## config.mk

```make
export PLATFORM = sky130hd
export DESIGN_NAME = swm_out_ctrl
export DESIGN_NICKNAME = d
export VERILOG_FILES = /design/src/rtl/swm_pkg.sv /design/src/rtl/swm_start_det.sv /design/src/rtl/swm_flag_fsm.sv /design/src/rtl/swm_pin_mux.sv /design/src/rtl/swm_out_ctrl.sv
export SDC_FILE = /design/constraint.sdc
export NUM_CORES = 1
export LEC_CHECK = 0
export BUFFER_PORTS_ARGS = -buffer_cell sky130_fd_sc_hd__buf_4
export CORE_AREA = 2 2 39 41
export CTS_BUF_LIST = sky130_fd_sc_hd__clkbuf_16
export DETAILED_ROUTE_END_ITERATION = 6
export DIE_AREA = 0 0 41 43
export PLACE_DENSITY = 0.52
export SLEW_MARGIN = 20
export SYNTH_ARGS = -nofsm -noshare
export SYNTH_HDL_FRONTEND = slang
export SYNTH_SLANG_ARGS = --single-unit
```

## constraint.sdc

```tcl
create_clock -name clk -period 2.5 [get_ports clk]
set_input_delay 0.25 -clock clk [delete_from_list [all_inputs] [get_ports clk]]
set_output_delay 0.25 -clock clk [all_outputs]
set_load 0.01 [all_outputs]
```

## src/rtl/swm_pkg.sv

```systemverilog
`timescale 1ns/1ps
package swm_pkg;
    typedef enum logic [1:0] {
        WM_OFF     = 2'b00,
        WM_THREE   = 2'b01,
        WM_TWO     = 2'b10,
        WM_TWO_OVF = 2'b11
    } wire_mode_e;

    typedef enum logic [1:0] {
        FL_IDLE,
        FL_START,
        FL_OVF,
        FL_BOTH
    } flag_state_e;

    typedef struct packed {
        logic oe;
        logic val;
        logic pu;
    } pin_drv_t;

    localparam int MODE_W = 2;
    localparam int CSEL_W = 2;
endpackage

```

## src/rtl/swm_start_det.sv

```systemverilog
`timescale 1ns/1ps
module swm_start_det
    import swm_pkg::*;
(
    input  logic              clk,
    input  logic              rst_n,
    input  logic [MODE_W-1:0] mode,
    input  logic              sda_in,
    input  logic              scl_in,
    input  logic [CSEL_W-1:0] clk_src,
    input  logic              clk_soft,
    output logic              start_set
);
    logic sda_q;
    logic scl_q;
    logic two_wire;

    // Lines are assumed idle-high coming out of reset.
    always_ff @(posedge clk or negedge rst_n) begin
        if (!rst_n) begin
            sda_q <= 1'b1;
            scl_q <= 1'b1;
        end else begin
            sda_q <= sda_in;
            scl_q <= scl_in;
        end
    end

    assign two_wire = mode[1];

    always_comb begin
        if (two_wire) begin
            // falling data with the clock high on both samples
            start_set = sda_q & ~sda_in & scl_q & scl_in;
        end else begin
            // external-clock selections: any clock-pin edge
            start_set = clk_src[1] & ~clk_soft & (scl_q ^ scl_in);
        end
    end
endmodule

```

## src/rtl/swm_flag_fsm.sv

```systemverilog
`timescale 1ns/1ps
module swm_flag_fsm
    import swm_pkg::*;
(
    input  logic              clk,
    input  logic              rst_n,
    input  logic [MODE_W-1:0] mode,
    input  logic              start_set,
    input  logic              start_clr,
    input  logic              ovf_pulse,
    input  logic              ovf_clr,
    output logic              start_flag,
    output logic              ovf_flag,
    output logic              scl_hold
);
    flag_state_e state_q;
    flag_state_e state_d;
    logic        s_nxt;
    logic        o_nxt;

    always_comb begin
        s_nxt = 1'b0;
        o_nxt = 1'b0;
        unique case (state_q)
            FL_IDLE:  begin s_nxt = start_set; o_nxt = ovf_pulse; end
            FL_START: begin s_nxt = 1'b1;      o_nxt = ovf_pulse; end
            FL_OVF:   begin s_nxt = start_set; o_nxt = 1'b1;      end
            FL_BOTH:  begin s_nxt = 1'b1;      o_nxt = 1'b1;      end
        endcase
        // software clears beat same-cycle set events
        s_nxt = s_nxt & ~start_clr;
        o_nxt = o_nxt & ~ovf_clr;
        state_d = s_nxt ? (o_nxt ? FL_BOTH : FL_START)
                        : (o_nxt ? FL_OVF  : FL_IDLE);
    end

    always_ff @(posedge clk or negedge rst_n) begin
        if (!rst_n) state_q <= FL_IDLE;
        else        state_q <= state_d;
    end

    always_comb begin
        start_flag = 1'b0;
        ovf_flag   = 1'b0;
        unique case (state_q)
            FL_IDLE:  begin start_flag = 1'b0; ovf_flag = 1'b0; end
            FL_START: begin start_flag = 1'b1; ovf_flag = 1'b0; end
            FL_OVF:   begin start_flag = 1'b0; ovf_flag = 1'b1; end
            FL_BOTH:  begin start_flag = 1'b1; ovf_flag = 1'b1; end
        endcase
        scl_hold = (mode[1] & start_flag)
                 | ((mode == WM_TWO_OVF) & ovf_flag);
    end
endmodule

```

## src/rtl/swm_pin_mux.sv

```systemverilog
`timescale 1ns/1ps
module swm_pin_mux
    import swm_pkg::*;
(
    input  logic [MODE_W-1:0] mode,
    input  logic              sr_msb,
    input  logic              scl_hold,
    input  logic              port_sda,
    input  logic              port_do,
    input  logic              port_scl,
    input  logic              dir_sda,
    input  logic              dir_do,
    input  logic              dir_scl,
    output pin_drv_t          sda_drv,
    output pin_drv_t          do_drv,
    output pin_drv_t          scl_drv
);
    logic two_wire;
    assign two_wire = mode[1];

    always_comb begin
        // plain port behaviour by default
        sda_drv = '{oe: dir_sda, val: port_sda, pu: ~dir_sda & port_sda};
        do_drv  = '{oe: dir_do,  val: port_do,  pu: ~dir_do  & port_do};
        scl_drv = '{oe: dir_scl, val: port_scl, pu: ~dir_scl & port_scl};

        if (mode == WM_THREE) begin
            do_drv.val = sr_msb;
        end

        if (two_wire) begin
            sda_drv = '{oe: dir_sda & ~(sr_msb & port_sda), val: 1'b0, pu: 1'b0};
            scl_drv = '{oe: dir_scl & (~port_scl | scl_hold), val: 1'b0, pu: 1'b0};
        end
    end
endmodule

```

## src/rtl/swm_out_ctrl.sv

```systemverilog
`timescale 1ns/1ps
module swm_out_ctrl
    import swm_pkg::*;
(
    input  logic       clk,
    input  logic       rst_n,
    input  logic [1:0] mode,
    input  logic       sda_in,
    input  logic       scl_in,
    input  logic       sr_msb,
    input  logic       port_sda,
    input  logic       port_do,
    input  logic       port_scl,
    input  logic       dir_sda,
    input  logic       dir_do,
    input  logic       dir_scl,
    input  logic [1:0] clk_src,
    input  logic       clk_soft,
    input  logic       ovf_pulse,
    input  logic       start_clr,
    input  logic       ovf_clr,
    output logic       start_flag,
    output logic       ovf_flag,
    output logic       scl_hold,
    output logic       sda_oe,
    output logic       sda_out,
    output logic       sda_pu,
    output logic       do_oe,
    output logic       do_out,
    output logic       do_pu,
    output logic       scl_oe,
    output logic       scl_out,
    output logic       scl_pu
);
    logic     start_set;
    pin_drv_t sda_drv;
    pin_drv_t do_drv;
    pin_drv_t scl_drv;

    swm_start_det u_det (
        .clk       (clk),
        .rst_n     (rst_n),
        .mode      (mode),
        .sda_in    (sda_in),
        .scl_in    (scl_in),
        .clk_src   (clk_src),
        .clk_soft  (clk_soft),
        .start_set (start_set)
    );

    swm_flag_fsm u_fsm (
        .clk        (clk),
        .rst_n      (rst_n),
        .mode       (mode),
        .start_set  (start_set),
        .start_clr  (start_clr),
        .ovf_pulse  (ovf_pulse),
        .ovf_clr    (ovf_clr),
        .start_flag (start_flag),
        .ovf_flag   (ovf_flag),
        .scl_hold   (scl_hold)
    );

    swm_pin_mux u_mux (
        .mode     (mode),
        .sr_msb   (sr_msb),
        .scl_hold (scl_hold),
        .port_sda (port_sda),
        .port_do  (port_do),
        .port_scl (port_scl),
        .dir_sda  (dir_sda),
        .dir_do   (dir_do),
        .dir_scl  (dir_scl),
        .sda_drv  (sda_drv),
        .do_drv   (do_drv),
        .scl_drv  (scl_drv)
    );

    assign sda_oe  = sda_drv.oe;
    assign sda_out = sda_drv.val;
    assign sda_pu  = sda_drv.pu;
    assign do_oe   = do_drv.oe;
    assign do_out  = do_drv.val;
    assign do_pu   = do_drv.pu;
    assign scl_oe  = scl_drv.oe;
    assign scl_out = scl_drv.val;
    assign scl_pu  = scl_drv.pu;
endmodule


```

* Word level (Yosys, flattened, before mapping)
Cells that the tools add are included.
** Word-level totals
- Register bits :: 4
- Input port bits :: 19
- Output and inout bits :: 12
- Word-level logic and storage cells :: 51
** Cells by class
- Eq/ne operators :: 5
- Muxes and demuxes :: 11
- Bitwise operators :: 27
- Reductions and logical operators :: 5
** Operators with widths (number)
- $and A1 B1 Y1 :: 15
- $not A1 Y1 :: 9
- $pmux W1 S2 :: 4
- $reduce_or A2 Y1 :: 4
- $eq A2 B2 Y1 const B :: 3
- $mux W2 :: 3
- $mux W3 :: 2
- $eq A2 B1 Y1 const B :: 2
- $logic_not A2 Y1 :: 1
- $mux W1 :: 2
- $or A1 B1 Y1 :: 2
- $xor A1 B1 Y1 :: 1

* Depth between registers and ports, before layout
- Word-level depth :: 8
- Gate-level depth with buffers :: 3
- Gate-level depth less buffers :: 3

* Cells and area by module
Synthesis repeated with hierarchy kept, for this count alone.
** Second synthesis, totals
- Cell total of the unflattened synthesis :: 29
- Area, all modules :: 249.0 µm²
** By module, submodules not included
- swm_start_det :: instances 1, cells an instance 7, area each 87.6 µm², sequential area each 52.6 µm²
- swm_flag_fsm :: instances 1, cells an instance 10, area each 83.8 µm², sequential area each 50.0 µm²
- swm_pin_mux :: instances 1, cells an instance 12, area each 77.6 µm², sequential area each 0.0 µm²

* Least setup slack after synthesis
Ideal clock, no wire load.
- Path type :: reg2reg
- Start point :: register u_det.scl_q
- End point :: register u_fsm.state_q[0]
- Library setup time :: 0.077 ns
- Data arrival time :: 1.129 ns
- Required time :: 2.423 ns
- Path slack :: 1.294 ns
- Stages on the path, launching flop included :: 4
- Path buffers :: 0
- Clock period less this slack :: 1.206 ns
- Cells stage by stage :: dfstp_2 -> xnor2_1 -> or4b_1 -> a21oi_1
** On the way
- Longest elaborated chain between the ends :: 6
- Elaborated cells on any way between the ends :: 8
- Those cells by class :: 3 x mux; 5 x bitwise
** Ends and longest elaborated chain
- start: declaration :: RTL line swm_start_det.sv:15 : logic scl_q;
- start signal: assignment :: RTL line swm_start_det.sv:25 : scl_q <= scl_in;
- $xor A1 B1 Y1 or $and A1 B1 Y1 (tied branches) :: RTL line swm_start_det.sv:37, swm_start_det.sv:34
- $and A1 B1 Y1 (on tied branches) :: RTL line swm_start_det.sv:37, swm_start_det.sv:34
- $mux W1 (*) :: RTL line swm_start_det.sv:32 : if (two_wire) begin
- $pmux W1 S2 (*) :: RTL line swm_flag_fsm.sv:24 : unique case (state_q)
- $and A1 B1 Y1 (*) :: RTL line swm_flag_fsm.sv:31 : s_nxt = s_nxt & ~start_clr;
- net u_fsm.s_nxt :: RTL line swm_flag_fsm.sv:18 : logic s_nxt;
- $mux W2 (*) :: RTL line swm_flag_fsm.sv:33 : state_d = s_nxt ? (o_nxt ? FL_BOTH : FL_START)
- end signal: assignment :: RTL line swm_flag_fsm.sv:39 : else state_q <= state_d;
- end: declaration :: RTL line swm_flag_fsm.sv:16 : flag_state_e state_q;
The timed path passes the listed nets; every way through them passes the cells marked *.

* Final worst setup path
- Start point :: register u_fsm.state_q[1]
- End point :: output scl_oe
** On the way
- Longest elaborated chain between the ends :: 8
- Elaborated cells on any way between the ends :: 16
- Those cells by class :: 3 x eq/ne; 3 x mux; 5 x bitwise; 5 x reduce/logical
** Ends and longest elaborated chain
- $eq A2 B1 Y1 (tied with other cells) :: RTL line swm_flag_fsm.sv:45 : unique case (state_q)
- $reduce_or A2 Y1 (no line)
- $pmux W1 S2 :: RTL line swm_flag_fsm.sv:45
- $and A1 B1 Y1 (on tied branches) :: RTL line swm_flag_fsm.sv:51, swm_flag_fsm.sv:52
- $or A1 B1 Y1 (*) :: RTL line swm_flag_fsm.sv:52 : | ((mode == WM_TWO_OVF) & ovf_flag);
- $or A1 B1 Y1 (*) :: RTL line swm_pin_mux.sv:33 : scl_drv = '{oe: dir_scl & (~port_scl | scl_hold), val: 1'b0, pu: 1'b0};
- $and A1 B1 Y1 (*) :: RTL line swm_pin_mux.sv:33
- $mux W3 (*) :: RTL line swm_pin_mux.sv:31 : if (two_wire) begin
- end: declaration :: RTL line swm_out_ctrl.sv:31 : output logic scl_oe,
Every way passes the cells marked *; elsewhere a longest branch is shown, timed or not.

==> metrics.cfg <==
[critical_path]
cp.arrival_ns=1.03
r2r_start=u_det.scl_q
reg2reg_to=u_fsm.state_q[0]
worstRegToRegCells=3
crit_path_start_kind=register
critPathKind=register to primary output
regToRegSetupSlack_ns=1.24
crit_fanout=3
cp.required_ns=2.25
end_kind=primary output

[final_layout]
syn_to_final_growth_pct=128
num_antenna_cells=0
final_common_cell=buf_4
finalNetCount=78
layout-drive-gt1-share_pct=60.3
final_cell_mix=29 x buf_4, 6 x nor2b_1, 3 x inv_1, 3 x clkbuf_16
fin_util_pct=40.1
finalNonFillerCells=74

[clock_network]
cts_buffers=3
clk_pin_slew_worst_paths_ns=0.03
cts_tree=done
cts_max_level=1
cts.sinks=4
cts_root_buffer=clkbuf_16
insertion_delay_ns=0.22
clockBufferDepth=2

[sta]
finalCritPeriodShare_pct=51.4
tightest_slew_ns=0.147
final_max_slew_viol_count=0
max_slew_margin_pct=90.1
setup_viol=0
min_period_ns=1.28
hold_violations=0
fmax_ghz=0.778
finClkSkew_ns=0.00305
worst_slack_ns=1.22
setup-tns-final_ns=0
rsz0062_at_grt=false

[die]
die-area_um2=1760
core_area_um2=1380
die_x_um=41
die_height_um=43
start_util_pct=17.6
num_rows=14
pin_count=31

[power_and_ir_drop]
finalPower_uw=385
clockPowerShare_pct=65.3
leakage_uw=0.000284
power.internal_uw=315
peakVddDrop_mv=0.751
seq_power_share_pct=18.8
switchingPower_uw=70.0
comb_power_share_pct=15.9
powerDensity_nw_per_um2=694
switching_share_pct=18.2

[global_route]
antenna_found_initial=0
grt_start_max_net_pins=9
grt.total_usage_pct=9.59
grt.overflow.total=0
grt_pass1_vias=297
grt_pass1_wl_um=1080

[placed_design]
placed_cells_incl_taps=69
gp_congestion=0.575
portBuffers=29
place_ws_ns=1.24

[min_path]
hp-class=input pin to register
worstHoldEndpoint=u_det.sda_q
hold_start=sda_in
hold-path-cell-count=1

[drt]
drcViolationCount=0
via_per_inst=4.22
drt_first_pass_iters=4
wl_per_cell_um=9.36
routed-via-count=312
drt_iter0_markers=1
antenna_left=0
wl_um=693

[yosys]
synthCells=27
ys_types=14
synth-seq-cells=4
synthesis.nets=46
synth_warnings=0
yosysSeqAreaShare_pct=42.1
syn_area_per_cell_um2=9.04
syn-cell-area_um2=244

[flow_run]
maxCapViolCount=0

[outcome]
status=completed

-- worst max-delay path: stages, from the launching register on --
cell	delay (ns)
dfrtp_1	0.39
a21oi_1	0.18
a31oi_1	0.10
buf_4	0.15
-- registers in the layout (all words and copies together) (netlist names) --
name and flops:
u_det.sda_q 1, u_fsm.state_q 2, u_det.scl_q 1
-- area by class of cell --
cell class                      instances  area [um^2]
Clock inverter                          1         3.75
Tap cell                               16         20.0
Fill cell                             148          828
Inverter                                2         7.51
Multi-Input combinational cell         18          119
Clock buffer                            3         75.1
Sequential cell                         4          103
Timing Repair Buffer                   30          228
-- metrics by stage --
| step | hold WS [ns] | instance area [um^2] |
|---|---|---|
| 4_1_cts | 0.143 | 556 |
| 6_report | 0.144 | 556 |
| 3_5_place_dp | 0.0481 | 467 |
| 3_3_place_gp | 0.0486 | 467 |
| 5_1_grt | 0.148 | 556 |
| 2_1_floorplan | -0.0456 | 244 |
-- power groups by stage --
stage                     logic, uW  clock network, uW  registers [uW]
after floorplan                21.7                  0            72.4
after global placement         61.0                  0            72.9
after detailed placement       61.3                  0            73.0
after CTS                      62.6                255            72.6
after global routing           67.0                262            73.2
final                          61.4                252            72.5
-- cell families after synthesis --
logic type | count (synthesis) | share of synthesized area [%]
buffers and inverters | 5 | 9.23
and+or+nand+nor | 11 | 27.7
muxes | 1 | 4.62
DFF | 4 | 42.1
AOI/OAI and AO/OA | 5 | 12.8
xor gates and xnor gates | 1 | 3.59
-- per-layer routing --
metal,vias up,GRT usage [%],wire [um]
met5,-,0,0
met4,0,10.0,27
met3,4,2.09,65
met2,21,15.0,359
met1,138,9.15,241
li1,149,-,-
-- synth_stat cells, drive strengths merged --
cell type | count | area, um^2
inv | 2 | 7.51
and2 | 2 | 12.5
a31oi | 2 | 12.5
xnor2 | 1 | 8.76
a41oi | 1 | 8.76
dfstp | 2 | 52.6
dfrtp | 2 | 50.1
a21oi | 2 | 10.0
buf | 1 | 7.51
or4b | 1 | 10.0
mux2 | 1 | 11.3
nor2 | 2 | 7.51
nor2b | 6 | 37.5
clkbuf | 2 | 7.51
-- how the worst max path moves through the flow --
stage                     startpoint                to  slack (ns)  cells past startpoint
floorplan                u_det.scl_q  u_fsm.state_q[0]        1.29                      3
global placement         u_det.scl_q  u_fsm.state_q[0]        1.24                      3
detailed placement       u_det.scl_q  u_fsm.state_q[0]        1.24                      3
CTS                 u_fsm.state_q[1]            scl_oe        1.20                      3
global route        u_fsm.state_q[1]            scl_oe        1.17                      3
finish              u_fsm.state_q[1]            scl_oe        1.22                      3
-- what timing repair did --
action	in CTS	in global routing
resized for setup	0	0
hold endpoints to repair	4	0
hold buffers	1	0
buffers inserted	0	0
Note: power is estimated with default switching activity, not from simulation.
